<file path="src/rtl/sra_pkg.sv">
package sra_pkg;

  typedef enum logic [1:0] {
    S_WEN  = 2'd0,
    S_CMD  = 2'd1,
    S_DATA = 2'd2
  } ifcState_e;

  typedef struct packed {
    logic       cmdLoad;
    logic       cmdStandby;
    logic       cmdOsc;
    logic [1:0] addr;
    logic       loadOut;
    logic       shiftOut;
    logic       shiftIn;
    logic       commit;
    logic       resultRead;
    logic       ifReset;
  } sraStrobe_t;

  function automatic int maxOf(input int a, input int b);
    return (a > b) ? a : b;
  endfunction

endpackage

</file>
<file path="src/rtl/sra_ctrl.sv">
module sra_ctrl
  import sra_pkg::*;
#(
  parameter int CFG_W      = 24,
  parameter int FILT_W     = 8,
  parameter int RES_W      = 16,
  parameter int STAT_W     = 8,
  parameter int ONES_LIMIT = 32
) (
  input  logic       clk,
  input  logic       rstN,
  input  logic       csN,
  input  logic       sclk,
  input  logic       sdi,
  output sraStrobe_t strb,
  output logic       outEn
);

  localparam int SH_W   = maxOf(maxOf(CFG_W, RES_W), maxOf(FILT_W, STAT_W));
  localparam int CNT_W  = $clog2(SH_W) + 1;
  localparam int ONES_W = $clog2(ONES_LIMIT) + 1;
  localparam int CMD_BITS = 7;

  function automatic int lenOf(input logic [1:0] a);
    case (a)
      2'b01:   return CFG_W;
      2'b10:   return FILT_W;
      2'b11:   return RES_W;
      default: return STAT_W;
    endcase
  endfunction

  logic             sclkQ;
  logic             rise, fall;
  ifcState_e        state;
  logic [CNT_W-1:0] bitCnt;
  logic [5:0]       cmdSh;
  logic             readQ;
  logic [1:0]       addrQ;
  logic [ONES_W-1:0] onesCnt;
  logic [6:0]       cmdWord;
  logic             lastCmd, lastData, onesHit;

  assign rise    = !csN && sclk && !sclkQ;
  assign fall    = !csN && !sclk && sclkQ;
  assign cmdWord = {cmdSh, sdi};
  assign lastCmd  = (state == S_CMD) && (int'(bitCnt) == CMD_BITS - 1);
  assign lastData = (state == S_DATA) && (int'(bitCnt) == lenOf(addrQ) - 1);
  assign onesHit  = rise && sdi && (int'(onesCnt) == ONES_LIMIT - 1);

  always_comb begin
    strb            = '0;
    strb.ifReset    = onesHit;
    strb.cmdLoad    = rise && lastCmd && !onesHit;
    strb.cmdStandby = cmdWord[5];
    strb.cmdOsc     = cmdWord[4];
    strb.addr       = lastCmd ? cmdWord[1:0] : addrQ;
    strb.loadOut    = strb.cmdLoad && cmdWord[6];
    strb.shiftOut   = fall && (state == S_DATA) && readQ;
    strb.shiftIn    = rise && (state == S_DATA) && !readQ;
    strb.commit     = rise && lastData && !readQ && !onesHit;
    strb.resultRead = rise && lastData && readQ && (addrQ == 2'b11) && !onesHit;
  end

  assign outEn = !csN && (state == S_DATA) && readQ;

  always_ff @(posedge clk or negedge rstN) begin
    if (!rstN) begin
      sclkQ <= 1'b1;
    end else begin
      sclkQ <= sclk;
    end
  end

  always_ff @(posedge clk or negedge rstN) begin
    if (!rstN) begin
      state   <= S_WEN;
      bitCnt  <= '0;
      cmdSh   <= '0;
      readQ   <= 1'b0;
      addrQ   <= 2'b00;
      onesCnt <= '0;
    end else if (csN) begin
      state  <= S_WEN;
      bitCnt <= '0;
    end else if (onesHit) begin
      state   <= S_WEN;
      bitCnt  <= '0;
      onesCnt <= '0;
      readQ   <= 1'b0;
    end else if (rise) begin
      onesCnt <= sdi ? onesCnt + 1'b1 : '0;
      case (state)
        S_WEN: begin
          if (!sdi) begin
            state  <= S_CMD;
            bitCnt <= '0;
          end
        end
        S_CMD: begin
          cmdSh  <= cmdWord[5:0];
          bitCnt <= bitCnt + 1'b1;
          if (lastCmd) begin
            readQ  <= cmdWord[6];
            addrQ  <= cmdWord[1:0];
            bitCnt <= '0;
            state  <= (!cmdWord[6] && cmdWord[1:0] == 2'b00) ? S_WEN : S_DATA;
          end
        end
        S_DATA: begin
          bitCnt <= bitCnt + 1'b1;
          if (lastData) begin
            state  <= S_WEN;
            bitCnt <= '0;
          end
        end
        default: state <= S_WEN;
      endcase
    end
  end


  bitcnt_range_chk: assert property (@(posedge clk) disable iff (!rstN)
    (state == S_DATA) |-> (int'(bitCnt) < lenOf(addrQ)));


  ones_return_chk: assert property (@(posedge clk) disable iff (!rstN)
    strb.ifReset |=> (state == S_WEN));


  done_return_chk: assert property (@(posedge clk) disable iff (!rstN)
    (rise && lastData) |=> (state == S_WEN));

endmodule

</file>
<file path="src/rtl/sra_dp.sv">
module sra_dp
  import sra_pkg::*;
#(
  parameter int                CFG_W    = 24,
  parameter int                FILT_W   = 8,
  parameter int                RES_W    = 16,
  parameter int                STAT_W   = 8,
  parameter logic [FILT_W-1:0] FILT_RST = 8'h45
) (
  input  logic              clk,
  input  logic              rstN,
  input  logic              csN,
  input  sraStrobe_t        strb,
  input  logic              sdi,
  input  logic              resultValid,
  input  logic [RES_W-1:0]  resultIn,
  input  logic              resultClamp,
  input  logic              preUpdate,
  input  logic              pllLock,
  output logic              sdo,
  output logic [CFG_W-1:0]  cfg,
  output logic [FILT_W-1:0] filt,
  output logic              standby,
  output logic              oscPd,
  output logic              ready
);

  localparam int SH_W = maxOf(maxOf(CFG_W, RES_W), maxOf(FILT_W, STAT_W));

  logic [SH_W-1:0]   shReg;
  logic [CFG_W-1:0]  cfgReg;
  logic [FILT_W-1:0] filtReg;
  logic [RES_W-1:0]  resReg;
  logic              rdyReg, errReg, stbyReg, oscReg, sdoReg;
  logic              stbyView;
  logic [STAT_W-1:0] statusWord;
  logic [SH_W-1:0]   loadVal;

  assign stbyView   = strb.cmdLoad ? strb.cmdStandby : stbyReg;
  assign statusWord = STAT_W'({rdyReg, 3'b000, errReg, 1'b0, stbyView, pllLock});

  always_comb begin
    case (strb.addr)
      2'b01:   loadVal = SH_W'(cfgReg)     << (SH_W - CFG_W);
      2'b10:   loadVal = SH_W'(filtReg)    << (SH_W - FILT_W);
      2'b11:   loadVal = SH_W'(resReg)     << (SH_W - RES_W);
      default: loadVal = SH_W'(statusWord) << (SH_W - STAT_W);
    endcase
  end

  always_ff @(posedge clk or negedge rstN) begin
    if (!rstN) begin
      shReg  <= '0;
      sdoReg <= 1'b0;
    end else if (strb.loadOut) begin
      shReg <= loadVal;
    end else if (strb.shiftOut) begin
      sdoReg <= shReg[SH_W-1];
      shReg  <= shReg << 1;
    end else if (strb.shiftIn) begin
      shReg <= {shReg[SH_W-2:0], sdi};
    end
  end

  always_ff @(posedge clk or negedge rstN) begin
    if (!rstN) begin
      cfgReg  <= '0;
      filtReg <= FILT_RST;
      stbyReg <= 1'b0;
      oscReg  <= 1'b0;
    end else if (strb.ifReset) begin
      cfgReg  <= '0;
      filtReg <= FILT_RST;
      stbyReg <= 1'b0;
      oscReg  <= 1'b0;
    end else begin
      if (strb.cmdLoad) begin
        stbyReg <= strb.cmdStandby;
        oscReg  <= strb.cmdOsc;
      end
      if (strb.commit && strb.addr == 2'b01) begin
        cfgReg <= {shReg[CFG_W-2:0], sdi};
      end
      if (strb.commit && strb.addr == 2'b10 && stbyReg) begin
        filtReg <= {shReg[FILT_W-2:0], sdi};
      end
    end
  end

  always_ff @(posedge clk or negedge rstN) begin
    if (!rstN) begin
      resReg <= '0;
      rdyReg <= 1'b0;
      errReg <= 1'b0;
    end else if (strb.ifReset) begin
      resReg <= '0;
      rdyReg <= 1'b0;
      errReg <= 1'b0;
    end else if (resultValid) begin
      resReg <= resultIn;
      rdyReg <= 1'b1;
      errReg <= resultClamp;
    end else if (preUpdate || strb.resultRead) begin
      rdyReg <= 1'b0;
      errReg <= 1'b0;
    end
  end

  assign sdo     = sdoReg;
  assign cfg     = cfgReg;
  assign filt    = filtReg;
  assign standby = stbyReg;
  assign oscPd   = oscReg;
  assign ready   = rdyReg;


  rdy_set_chk: assert property (@(posedge clk) disable iff (!rstN)
    (resultValid && !strb.ifReset) |=> rdyReg);


  err_follow_chk: assert property (@(posedge clk) disable iff (!rstN)
    errReg |-> rdyReg);


  filt_guard_chk: assert property (@(posedge clk) disable iff (!rstN)
    (!$stable(filtReg) && !$past(strb.ifReset)) |-> $past(stbyReg));


  cfg_idle_chk: assert property (@(posedge clk) disable iff (!rstN)
    csN |=> $stable(cfgReg));

endmodule

</file>
<file path="src/rtl/sra_top.sv">
module sra_top
  import sra_pkg::*;
#(
  parameter int CFG_W      = 24,
  parameter int FILT_W     = 8,
  parameter int RES_W      = 16,
  parameter int ONES_LIMIT = 32
) (
  input  logic              clk,
  input  logic              rstN,
  input  logic              csN,
  input  logic              sclk,
  input  logic              sdi,
  output logic              sdo,
  output logic              sdoOe,
  output logic              rdyN,
  input  logic              resultValid,
  input  logic [RES_W-1:0]  resultIn,
  input  logic              resultClamp,
  input  logic              preUpdate,
  input  logic              pllLock,
  output logic [CFG_W-1:0]  cfgOut,
  output logic [FILT_W-1:0] filtOut,
  output logic              standby,
  output logic              oscPd
);

  localparam int STAT_W = 8;

  sraStrobe_t strb;
  logic       ready;

  sra_ctrl #(
    .CFG_W(CFG_W), .FILT_W(FILT_W), .RES_W(RES_W),
    .STAT_W(STAT_W), .ONES_LIMIT(ONES_LIMIT)
  ) i_ctrl (
    .clk(clk), .rstN(rstN), .csN(csN), .sclk(sclk), .sdi(sdi),
    .strb(strb), .outEn(sdoOe)
  );

  sra_dp #(
    .CFG_W(CFG_W), .FILT_W(FILT_W), .RES_W(RES_W), .STAT_W(STAT_W),
    .FILT_RST(FILT_W'(8'h45))
  ) i_dp (
    .clk(clk), .rstN(rstN), .csN(csN), .strb(strb), .sdi(sdi),
    .resultValid(resultValid), .resultIn(resultIn),
    .resultClamp(resultClamp), .preUpdate(preUpdate), .pllLock(pllLock),
    .sdo(sdo), .cfg(cfgOut), .filt(filtOut), .standby(standby),
    .oscPd(oscPd), .ready(ready)
  );

  assign rdyN = !ready;

endmodule

</file>
<file path="config.mk">
export PLATFORM = sky130hd
export DESIGN_NAME = sra_top
export DESIGN_NICKNAME = d
export VERILOG_FILES = /design/src/rtl/sra_pkg.sv /design/src/rtl/sra_ctrl.sv /design/src/rtl/sra_dp.sv /design/src/rtl/sra_top.sv
export SDC_FILE = /design/constraint.sdc
export NUM_CORES = 1
export LEC_CHECK = 0
export ABC_AREA = 0
export BUFFER_PORTS_ARGS = -buffer_cell sky130_fd_sc_hd__clkbuf_2
export CORE_UTILIZATION = 61
export DETAILED_ROUTE_END_ITERATION = 10
export GPL_TIMING_DRIVEN = 0
export PLACE_DENSITY = 0.94
export SLEW_MARGIN = 20
export SYNTH_ARGS = -nofsm -noshare
export SYNTH_HDL_FRONTEND = slang
export SYNTH_HIERARCHICAL = 1
export SYNTH_SLANG_ARGS = --single-unit
</file>
<file path="constraint.sdc">
create_clock -name clk -period 4.9 [get_ports clk]
set_input_delay 0.49 -clock clk [delete_from_list [all_inputs] [get_ports clk]]
set_output_delay 0.49 -clock clk [all_outputs]
set_load 0.05 [all_outputs]
</file>
==> metrics.yaml <==
period_share: 0.610
synth_top_family_by_area: "compound AO/OA/AOI/OAI gates"
synth_nets: 484
ir_drop_uv: 177
worstMarginPinSlew_ps: 1060
ys_seq_area_frac: 0.514
end_kind: "flip-flop"
power.density_nw_per_um2: 273
place.gp.congestion: 0.908
cp_slowest_cell: "nor3b_1"
yosys_most_used_dff: "dfrtp_1"
grt_usage: 0.301
grt_pass1_vias: 3904
design.portCount: 62
diodes: 0
p_sw_mw: 0.413
fmax_mhz: 334
start_util: 0.634
cts_made_buffers: 9
synth-edff-count: 0
p_comb_frac: 0.080
post-dp-hpwl_mm: 8.20
ys_ff_latch: 101
grt_first_pass_wirelength_mm: 19.6
fin_cells: 632
setup_ws_ps: 1910
internal_power_mw: 1.11
grt_overflow_total: 0
critPathLaunchType: "flip-flop"
cts_buffer_depth: 2
wl_met1_mm: 5.04
tns_ps: 0
drc: 0
h-tree-depth: 3
clkSlewWorstSetupHoldPaths_ps: 110
syn_inst: 452
fin_nets: 557
cp_slowest_stage_delay_ps: 550
grt_max_degree: 92
detail-route-antenna-nets: 0
avgSynthCellArea_sq_um: 10.9
synth-simple-area-share: 0.149
place.port_buffers: 60
synth_compound_area_frac: 0.156
rsz0062_at_grt: "no"
num_rows: 32
routed_wl_mm: 12.0
hold_violations: 0
critPathTopFamily: "simple AND/OR/NAND/NOR gates"
min_period_ps: 2990
place_ws_ps: 1750
final_common_cell: "dfrtp_1"
status: "completed"
hp-class: "input pin to flip-flop"
utilization: 0.720
swShare: 0.271
critical_path_buf_inv_count: 3
synthXorXnorAreaFrac: 0.00178
worstPathRequired_ps: 5210
die_w_um: 91.9
synth_cell_types: 59
dr.pass1.iters: 5
clk-insertion-delay-late_ps: 380
via_per_inst: 6.30
muxShareOfSynthArea: 0.113
clockPowerShare: 0.340
final_cell_mix: "97 x dfrtp_1, 59 x clkbuf_2, 53 x nand2_1"
route.vias.total: 3984
yosys_warnings: 6
cts_tree: "built"
crit_arrival_ps: 3300
syn_to_final_growth_pct: 13.5
fin_skew_ps: 12.8
cp_cell_sequence: "inv_1 -> ha_1 -> nor3b_1 -> nor3b_1 -> nor4bb_1 -> clkbuf_1 -> buf_2 -> a22o_1"
finalSetupViolCount: 0
synthAdderAreaFrac: 0.0178
cts-root-buf: "clkbuf_8"
drtIter0Drc: 405
post-place-cells: 615
synthArstFlopShare: 1.00
pwr-share-seq: 0.579
crit_top_cell: "nor3b_1"
slew_headroom: 0.286
path_class: "flip-flop to flip-flop"
cts.sinks: 101
highest_layer: "met4"
avgRoutedWirePerCell_um: 18.9
dr_wl_met2_mm: 5.71
synth_area_sq_um: 4930
crit_path_max_fanout: 10
die_h_um: 91.9
antenna_found_initial: 0
drive_gt1_frac: 0.238
p_leak_nw: 2.63
maxCapViolations: 0
wl_met3_um: 942
core_area_sq_um: 7770
maxSlewViolCount: 0
dieArea_sq_um: 8440
## layout make-up
class / instances / area [sq um]
buffer: 33 / 186
clock buffer: 9 / 124
clock inverter: 7 / 67.6
fill: 557 / 2180
inverter: 13 / 48.8
multi-input combinational: 305 / 2160
sequential: 101 / 2530
tap: 102 / 128
timing repair buffer: 62 / 347
## worst paths after layout
path	cells past startpoint	slack, ps	from	endpoint
hold / removal	1	230	sclk	i_ctrl/sclkQ
hold reg to reg	1	520	i_ctrl/cmdSh[2]	i_ctrl/cmdSh[2]
min in group asynchronous	2	490	rstN	i_ctrl/onesCnt[2]
setup / recovery	8	1910	i_ctrl/state[0]	i_dp/cfg[2]
setup reg to reg	8	1910	i_ctrl/state[0]	i_dp/cfg[2]
max in group asynchronous	3	3740	rstN	i_dp/filt[0]
## through the flow
step	total power, mW	instance area, sq um	hold slack [ps]
after floorplan	0.967	4930	194
after global placement	1.01	5350	490
after detailed placement	1.02	5390	337
after CTS	1.53	5590	220
after global routing	1.58	5590	219
final	1.53	5590	232
## cells in the mapped netlist (2+ instances only)
cell | instances | share of area
dfrtp_1 | 97 | 0.49
nand2_1 | 53 | 0.040
nor2_1 | 40 | 0.030
mux2i_1 | 31 | 0.063
a22o_1 | 25 | 0.044
o21ai_0 | 20 | 0.020
a21oi_1 | 14 | 0.014
clkbuf_1 | 14 | 0.011
inv_1 | 13 | 0.0099
a22oi_1 | 9 | 0.014
mux2_4 | 9 | 0.027
a2bb2oi_1 | 8 | 0.014
buf_2 | 8 | 0.0081
ha_1 | 7 | 0.018
nand3_1 | 7 | 0.0071
buf_4 | 6 | 0.0091
nand3b_1 | 6 | 0.0091
nor3_1 | 6 | 0.0061
a221oi_1 | 5 | 0.0089
o31ai_1 | 5 | 0.0076
a31oi_1 | 4 | 0.0051
buf_6 | 4 | 0.0091
dfstp_2 | 4 | 0.021
mux2_2 | 4 | 0.0091
a221o_1 | 3 | 0.0061
and2_0 | 3 | 0.0038
mux4_2 | 3 | 0.014
nor2b_1 | 3 | 0.0038
nor3b_1 | 3 | 0.0046
and4b_1 | 2 | 0.0041
and4bb_1 | 2 | 0.0051
nand2b_1 | 2 | 0.0025
nand4b_1 | 2 | 0.0036
nor3_2 | 2 | 0.0041
nor4b_1 | 2 | 0.0036
o311ai_1 | 2 | 0.0036
or2_2 | 2 | 0.0025
## power by group through the flow
stage / registers [mW] / logic (mW) / clock network (mW)
floorplan: 0.893 / 0.0743 / 0
global placement: 0.898 / 0.112 / 0
detailed placement: 0.900 / 0.121 / 0
CTS: 0.884 / 0.123 / 0.527
global route: 0.888 / 0.135 / 0.562
finish: 0.884 / 0.122 / 0.519
## cell families (layout without fill, tap and decap cells)
| kind of cell | after synthesis | in the layout |
|---|---|---|
| buf+inv | 46 | 124 |
| fa+ha+maj | 7 | 7 |
| simple gates | 146 | 146 |
| compound gates | 104 | 104 |
| flops | 101 | 101 |
| xor+xnor | 1 | 1 |
| mux | 47 | 47 |
## state kept, by name, summed over array words and instances (netlist names)
signal,flops
i_ctrl/addrQ,2
i_ctrl/bitCnt,6
i_ctrl/cmdSh,6
i_ctrl/onesCnt,6
i_ctrl/readQ,1
i_ctrl/sclkQ,1
i_ctrl/state,2
i_dp/cfg,24
i_dp/errReg,1
i_dp/filt,8
i_dp/oscPd,1
i_dp/ready,1
i_dp/resReg,16
i_dp/sdo,1
i_dp/shReg,24
i_dp/standby,1
## per-layer routing
metal  track usage  vias up
met3        0.0614       31
li1              -     1767
met1         0.418     1974
met4         0.103        0
met5             0        -
met2         0.474      212
## worst register-to-register path: stages (launching register included)
cell	delay (ps)
dfrtp_1	410
inv_1	110
ha_1	260
nor3b_1	550
nor3b_1	480
nor4bb_1	330
clkbuf_1	290
buf_2	320
a22o_1	170
## repair_timing
item | in CTS | in global routing
resized for setup | 0 | 0
endpoints found under the hold margin | 9 | 0
buffers inserted | 0 | 0
hold buffers | 1 | 0
Power figures use the tool's default switching activity.
